`config.mk`:
```
export PLATFORM = sky130hd
export DESIGN_NAME = sd_field_timer
export DESIGN_NICKNAME = d
export VERILOG_FILES = /design/src/rtl/sdtg_pkg.sv /design/src/rtl/sdtg_byte_ctr.sv /design/src/rtl/sdtg_line_ctr.sv /design/src/rtl/sdtg_hdecode.sv /design/src/rtl/sdtg_vdecode.sv /design/src/rtl/sd_field_timer.sv
export SDC_FILE = /design/constraint.sdc
export NUM_CORES = 1
export LEC_CHECK = 0
export ABC_AREA = 1
export BUFFER_PORTS_ARGS = -buffer_cell sky130_fd_sc_hd__buf_2
export CORE_MARGIN = 5
export CORE_UTILIZATION = 48
export CTS_CLUSTER_DIAMETER = 100
export CTS_CLUSTER_SIZE = 10
export DETAILED_ROUTE_END_ITERATION = 12
export MAX_ROUTING_LAYER = met4
export PLACE_DENSITY = 0.71
export SLEW_MARGIN = 20
export SYNTH_ARGS = -nofsm -noshare
export SYNTH_HDL_FRONTEND = slang
export SYNTH_SLANG_ARGS = --single-unit
```
`constraint.sdc`:
```
create_clock -name clk -period 1.3 [get_ports clk]
set_input_delay 0.065 -clock clk [delete_from_list [all_inputs] [get_ports clk]]
set_output_delay 0.065 -clock clk [all_outputs]
set_load 0.02 [all_outputs]
```
`src/rtl/sdtg_pkg.sv`:
```
package sdtg_pkg;

  // Width of the four-byte embedded timing codes.
  localparam int unsigned CODE_LEN = 4;

  // Frame line count for each mode.
  function automatic int unsigned frame_lines(input bit pal);
    return pal ? 625 : 525;
  endfunction

  // Default horizontal-blank byte count for each mode.
  function automatic int unsigned blank_len(input bit pal);
    return pal ? 280 : 268;
  endfunction

  // Decoded per-line vertical attributes.
  typedef struct packed {
    logic field;
    logic vblank;
  } sdtg_vattr_t;

  // Decoded per-byte horizontal attributes.
  typedef struct packed {
    logic hblank;
    logic eav;
    logic sav;
  } sdtg_hattr_t;

endpackage

```
`src/rtl/sdtg_byte_ctr.sv`:
```
module sdtg_byte_ctr #(
  parameter int unsigned LINE_BYTES = 1716,
  parameter int unsigned BYTE_W     = $clog2(LINE_BYTES)
) (
  input  logic              clk,
  input  logic              srst,
  output logic [BYTE_W-1:0] pos_o,
  output logic              last_o
);
  localparam logic [BYTE_W-1:0] LAST_POS = BYTE_W'(LINE_BYTES - 1);

  logic [BYTE_W-1:0] pos_q;

  always_ff @(posedge clk) begin
    if (srst)                 pos_q <= '0;
    else if (pos_q == LAST_POS) pos_q <= '0;
    else                      pos_q <= pos_q + 1'b1;
  end

  assign pos_o  = pos_q;
  assign last_o = (pos_q == LAST_POS);
endmodule

```
`src/rtl/sdtg_line_ctr.sv`:
```
module sdtg_line_ctr #(
  parameter int unsigned LINES  = 525,
  parameter int unsigned LINE_W = $clog2(LINES + 1)
) (
  input  logic              clk,
  input  logic              srst,
  input  logic              step_i,
  output logic [LINE_W-1:0] line_o
);
  localparam logic [LINE_W-1:0] TOP_LINE   = LINE_W'(LINES);
  localparam logic [LINE_W-1:0] FIRST_LINE = LINE_W'(1);

  logic [LINE_W-1:0] line_q;

  always_ff @(posedge clk) begin
    if (srst) begin
      line_q <= FIRST_LINE;
    end else if (step_i) begin
      if (line_q == TOP_LINE) line_q <= FIRST_LINE;
      else                    line_q <= line_q + 1'b1;
    end
  end

  assign line_o = line_q;
endmodule

```
`src/rtl/sdtg_hdecode.sv`:
```
module sdtg_hdecode
  import sdtg_pkg::*;
#(
  parameter int unsigned BLANK_BYTES = 268,
  parameter int unsigned BYTE_W      = 11
) (
  input  logic [BYTE_W-1:0] pos_i,
  output sdtg_hattr_t       attr_o
);
  // Start code opens after the end code and the blank interval.
  localparam int unsigned SAV_POS    = CODE_LEN + BLANK_BYTES;
  localparam int unsigned ACTIVE_POS = SAV_POS + CODE_LEN;

  always_comb begin
    attr_o.eav    = (pos_i == '0);
    attr_o.sav    = (pos_i == BYTE_W'(SAV_POS));
    attr_o.hblank = (pos_i < BYTE_W'(ACTIVE_POS));
  end
endmodule

```
`src/rtl/sdtg_vdecode.sv`:
```
module sdtg_vdecode
  import sdtg_pkg::*;
#(
  parameter bit          FRAME_625 = 1'b0,
  parameter int unsigned LINE_W    = 10
) (
  input  logic [LINE_W-1:0] line_i,
  output sdtg_vattr_t       attr_o
);
  generate
    if (FRAME_625) begin : g_625
      // Field 0 occupies the first half; three blank windows.
      localparam int unsigned F1_FROM = 313;
      localparam int unsigned B1_TO   = 22;
      localparam int unsigned B2_FROM = 311;
      localparam int unsigned B2_TO   = 335;
      localparam int unsigned B3_FROM = 624;
      always_comb begin
        attr_o.field  = (line_i >= LINE_W'(F1_FROM));
        attr_o.vblank = (line_i <= LINE_W'(B1_TO))
                     || ((line_i >= LINE_W'(B2_FROM)) && (line_i <= LINE_W'(B2_TO)))
                     || (line_i >= LINE_W'(B3_FROM));
      end
    end else begin : g_525
      // Field 0 spans a window inside the frame; two blank windows.
      localparam int unsigned F0_FROM = 4;
      localparam int unsigned F0_TO   = 265;
      localparam int unsigned B1_TO   = 19;
      localparam int unsigned B2_FROM = 264;
      localparam int unsigned B2_TO   = 282;
      always_comb begin
        attr_o.field  = !((line_i >= LINE_W'(F0_FROM)) && (line_i <= LINE_W'(F0_TO)));
        attr_o.vblank = (line_i <= LINE_W'(B1_TO))
                     || ((line_i >= LINE_W'(B2_FROM)) && (line_i <= LINE_W'(B2_TO)));
      end
    end
  endgenerate
endmodule

```
`src/rtl/sd_field_timer.sv`:
```
module sd_field_timer
  import sdtg_pkg::*;
#(
  parameter bit          FRAME_625    = 1'b0,
  parameter int unsigned ACTIVE_BYTES = 1440,
  parameter int unsigned BLANK_BYTES  = sdtg_pkg::blank_len(FRAME_625),
  parameter int unsigned LINE_BYTES   = 2*sdtg_pkg::CODE_LEN + BLANK_BYTES + ACTIVE_BYTES,
  parameter int unsigned LINES        = sdtg_pkg::frame_lines(FRAME_625),
  parameter int unsigned BYTE_W       = $clog2(LINE_BYTES),
  parameter int unsigned LINE_W       = $clog2(LINES + 1)
) (
  input  logic              clk,
  input  logic              srst,
  output logic              hsync_o,
  output logic              vsync_o,
  output logic              vblank_o,
  output logic [LINE_W-1:0] line_o,
  output logic [BYTE_W-1:0] byte_o,
  output logic              eav_req_o,
  output logic              sav_req_o
);
  logic [BYTE_W-1:0] pos;
  logic              line_end;
  logic [LINE_W-1:0] line_num;
  sdtg_hattr_t       hattr;
  sdtg_vattr_t       vattr;

  sdtg_byte_ctr #(.LINE_BYTES(LINE_BYTES), .BYTE_W(BYTE_W)) u_byte (
    .clk(clk), .srst(srst), .pos_o(pos), .last_o(line_end)
  );

  sdtg_line_ctr #(.LINES(LINES), .LINE_W(LINE_W)) u_line (
    .clk(clk), .srst(srst), .step_i(line_end), .line_o(line_num)
  );

  sdtg_hdecode #(.BLANK_BYTES(BLANK_BYTES), .BYTE_W(BYTE_W)) u_hdec (
    .pos_i(pos), .attr_o(hattr)
  );

  sdtg_vdecode #(.FRAME_625(FRAME_625), .LINE_W(LINE_W)) u_vdec (
    .line_i(line_num), .attr_o(vattr)
  );

  assign hsync_o   = hattr.hblank;
  assign eav_req_o = hattr.eav;
  assign sav_req_o = hattr.sav;
  assign vsync_o   = vattr.field;
  assign vblank_o  = vattr.vblank;
  assign line_o    = line_num;
  assign byte_o    = pos;
endmodule

```
# Word-level counts from Yosys, hierarchy flattened

Index checks and enable logic that the tools add are counted.

Register bits after elaboration: 21
Bits in latches: 0
Memory bits (writable): 0
ROM bits: 0
Output and inout bits: 26
Memories: 0

$add $sub $neg: 2
Multiply operators: 0
Divide/modulo/power cells: 0
Magnitude comparators: 6
Equal/unequal tests: 3
Shift operators: 0
Muxes and demuxes: 1
Bitwise gates (word level): 0
Reduce and logical (&&, ||, !) cells: 6

Operators by type and width:

| cell                    | number |
|---|---|
| $le A10 B9 Y1 const B   | 2 |
| $add A11 B1 Y11 const B | 1 |
| $eq A11 B11 Y1 const B  | 1 |
| $eq A11 B9 Y1 const B   | 1 |
| $logic_not A11 Y1       | 1 |
| $lt A11 B9 Y1 const B   | 1 |
| $add A10 B1 Y10 const B | 1 |
| $eq A10 B10 Y1 const B  | 1 |
| $ge A10 B3 Y1 const B   | 1 |
| $ge A10 B9 Y1 const B   | 1 |
| $le A10 B5 Y1 const B   | 1 |
| $mux W10                | 1 |
| $logic_and A1 B1 Y1     | 2 |
| $reduce_or A2 Y1        | 1 |
| $logic_not A1 Y1        | 1 |
| $logic_or A1 B1 Y1      | 1 |

# Depth between registers and ports, before layout

Word-level depth: 3
Mapped depth: 9
Mapped depth without buffers: 9

# Modules after synthesis

From an unflattened synthesis, not the netlist that was laid out.

Cell total of the unflattened synthesis: 219
Area total of the unflattened synthesis: 1452.6 um^2

By module, submodules not included:

| module        | times used | cells each | area each (um^2) |
|---|---|---|---|
| sdtg_byte_ctr | 1          | 77         | 595.6 |
| sdtg_line_ctr | 1          | 77         | 578.1 |
| sdtg_vdecode  | 1          | 35         | 148.9 |
| sdtg_hdecode  | 1          | 30         | 130.1 |

# Worst setup path before layout

No wires, ideal clock.

Kind: reg-to-reg
Start: register u_byte.pos_q[0] (netlist: u_byte.pos_o[0])
End: register u_byte.pos_q[0] (netlist: u_byte.pos_o[0])
Arrival: 1.360 ns
Data required time: 1.173 ns
Setup slack: -0.187 ns
Cell stages (with the launch flop): 8
Path buffers: 1
Path through: dfxtp_1 > ha_1 > inv_1 > nor2_1 > nand3_1 > nand2_1 > buf_6 > nor2_1

Longest elaborated chain between the ends: 2
Elaborated cells on any way between the ends: 3
Those cells by class: 1 x add/sub; 1 x eq/ne; 1 x reduce/logical

Ends and longest elaborated chain:

| what                                                    | line                | RTL |
|---|---|---|
| from (decl)                                             | sdtg_byte_ctr.sv:12 | `logic [BYTE_W-1:0] pos_q;` |
| from (signal assigned)                                  | sdtg_byte_ctr.sv:17 | `else pos_q <= pos_q + 1'b1;` |
| branches (longest 2 deep; another with $add A11 B1 Y11) | -                   |  |

Several ways; the timed one is not identified.
A chain may end at the register's enable or synchronous reset.

# Worst setup path after layout

Start: register u_byte.pos_q[1] (netlist: u_byte.pos_o[1])
End: output sav_req_o

Longest elaborated chain between the ends: 1

Ends and longest elaborated chain:

| what          | line                 | RTL |
|---|---|---|
| $eq A11 B9 Y1 | sdtg_hdecode.sv:16   | `attr_o.sav = (pos_i == BYTE_W'(SAV_POS));` |
| to (decl)     | sd_field_timer.sv:20 | `output logic sav_req_o` |

Every way passes these cells.

==> metrics.yaml <==
synth:
  ys_ff_latch: 21
  synth_cell_types: 25
  synth_seq_area_share_pct: 31.3
  avgSynthCellArea_um2: 6.31
  syn_nets: 220
  netlist_area_um2: 1340
  yosysWarnings: 0
  syn_inst: 213
cts:
  cts_tree: "built"
  htreeDepth: 1
  clk_latency_ps: 310
  ctsRootBufferMaster: "clkbuf_4"
  clockBufferDepth: 2
  clk_pin_slew_ps: 120
  cts_made_buffers: 3
  clock-sinks: 21
die:
  io_pins: 28
  design.core.area_um2: 2710
  start_util_pct: 49.6
  dieWidth_um: 62.9
  die_h_um: 62.9
  fp-row-count: 19
  die_area_um2: 3960
setup_path:
  critPathArrivalTime_ps: 1390
  crit_fanout: 2
  endpoint_kind: "output port"
  worstPathRequired_ps: 1240
  cp-start-kind: "register"
  worstSetupPathType: "reg2out"
  critPathSlowestCell: "dfxtp_2"
  path_cells: "buf_6 > inv_4 > ha_4 > nand4_1 > nor3_1 > buf_2"
  cpPeakStageDelay_ps: 350
pwr:
  p_switching_uw: 308
  vdd_drop_max_v: 0.000726
  clockPowerShare_pct: 28.6
  p_comb_share_pct: 14.3
  power.total_uw: 1140
  intPower_uw: 836
  p_per_area_nw_per_um2: 565
  power.leakage_uw: 0.000877
  swShare_pct: 26.9
  p_seq_share_pct: 57.1
sta:
  finalSetupViolCount: 22
  max_slew_margin_pct: 81.4
  layout_min_cycle_time_ps: 1450
  fin_crit_sh_pct: 112
  worstMarginPinSlew_ps: 278
  hold_violations: 0
  finalMaxSlewViolations: 0
  timing.fmax_mhz: 689
  rsz0062_at_grt: "true"
  clock_skew_ps: 7.10
  worst_slack_ps: -150
final_layout:
  layout_common_cells: "nand2_1, buf_2, nor2_1, buf_4, inv_1"
  final_nets: 276
  multiInputGateArea_um2: 1010
  regArea_um2: 455
  fillers: 222
  layout_commonest_cell: "nand2_1"
  diodes: 0
  area.growth.synth_to_final_pct: 50.6
  drive_above_1_share_pct: 47.0
run_status:
  status: "finished, violations left"
  failed_checks: "negative setup slack"
placed_design:
  portBuffers: 27
  dpl.hpwl_mm: 2.55
  pre_cts_ws_ps: 2.68
  place_congestion: 0.901
drt:
  wl_per_cell_um: 12.8
  drc: 0
  wirelength_mm: 3.82
  ant_nets: 0
  drt-initial-drc-count: 98
  vias_per_cell: 5.16
  drt_first_pass_iters: 4
  vias: 1542
grt:
  grt_max_degree: 12
  first_global_vias: 1380
  track_usage_pct: 18.3
  grt_pass1_wl_mm: 5.86
  grt_antenna_before_repair: 0
  gr-total-overflow: 0
hold_path:
  hold_class: "reg2reg"
job:
  cap_viol_max_count: 0
[what timing repair did]
item | 4_1_cts | 5_1_grt
setup buffers | 5 | 3
gates resized for setup | 34 | 56
cloned | 0 | 0
endpoints found under the hold margin | 4 | 0
setup endpoints to repair | 21 | 26
hold buffers | 1 | 0
pin swaps | 5 | 11
[final cells by class]
cell class,count,area share (%)
inverter,30,6.18
tap,31,1.92
multi-input combinational,161,50.1
sequential,21,22.5
clock buffer,4,1.30
timing repair buffer,52,18.0
[worst paths after layout]
check / startpoint / slack [ps] / depth (start not counted) / end
worst max-delay path: u_byte.pos_o[1] / -150 / 6 / sav_req_o
worst min-delay path: u_byte.pos_o[0] / 450 / 1 / u_byte.pos_o[0]
worst min register to register: u_byte.pos_o[0] / 450 / 1 / u_byte.pos_o[0]
worst max register to register: u_byte.pos_o[0] / -140 / 9 / u_byte.pos_o[10]
[stage by stage]
stage                     hold slack [ps]  cell area (um2)  instances  util, %  TNS [ps]
final                                 451             2020        299     74.7      -796
after floorplan                       134             1360        213        -     -3.61
after global placement                296             1640        286     60.6         0
after global routing                  463             2020        299     74.7     -2630
after CTS                             448             1800        296     66.3      -567
after detailed placement              294             1640        286     60.6         0
[power groups by stage]
stage,clock [uW],combinational [uW],sequential [uW]
global placement,0,92.3,673
floorplan,0,47.7,684
CTS,329,115,658
finish,327,164,653
detailed placement,0,91.6,674
global route,365,175,655
[cells by family after synthesis]
kind of cell	synth area share, %
flip-flops	31.3
adder cells (fa/ha/maj)	4.66
AND/OR/NAND/NOR	44.6
AO/OA/AOI/OAI	6.98
buffers and inverters	9.22
XOR/XNOR	3.26
[state kept, by name, indices dropped and copies added, names as in the netlist]
register,count
u_byte.pos_o,11
u_line.line_o,10
[critical path, delay by kind of cell, from the launching register on]
| kind | cells | cell delay (ps) |
|---|---|---|
| flops | 1 | 350 |
| buf+inv | 3 | 350 |
| simple gates | 2 | 260 |
| fa+ha+maj | 1 | 110 |
[cell usage after synthesis]
cell      number  share of area, %
nand2_1       66                18
nor2_2         4               1.9
o21ai_1        1              0.37
nand2_2        2              0.93
a21oi_1        8               3.0
nor2_1        34               9.5
nor3_1         4               1.5
nand3_2        2               1.5
xor2_1         4               2.6
xnor2_1        1              0.65
clkinv_1       1              0.28
ha_1           5               4.7
and2_1         1              0.47
nor2_4         3               2.5
nand3_1        8               3.0
nand4_1        7               3.3
buf_6          1              0.84
a21oi_2        1              0.65
o21ai_0        5               1.9
nand3b_1       3               1.7
a21boi_0       1              0.56
dfxtp_1       21                31
inv_2          3              0.84
o211ai_1       1              0.56
inv_1         26               7.3
[metal layers]
layer	GRT usage, %	vias to the layer above	wire (um)	share of wire [%]
met5	-	-	0	0
met4	8.49	0	133	3.5
met3	2.16	14	154	4.0
met2	31.0	48	1890	49
met1	21.2	701	1650	43
li1	-	779	-	-
No activity file was read; power rests on OpenSTA's default activity.
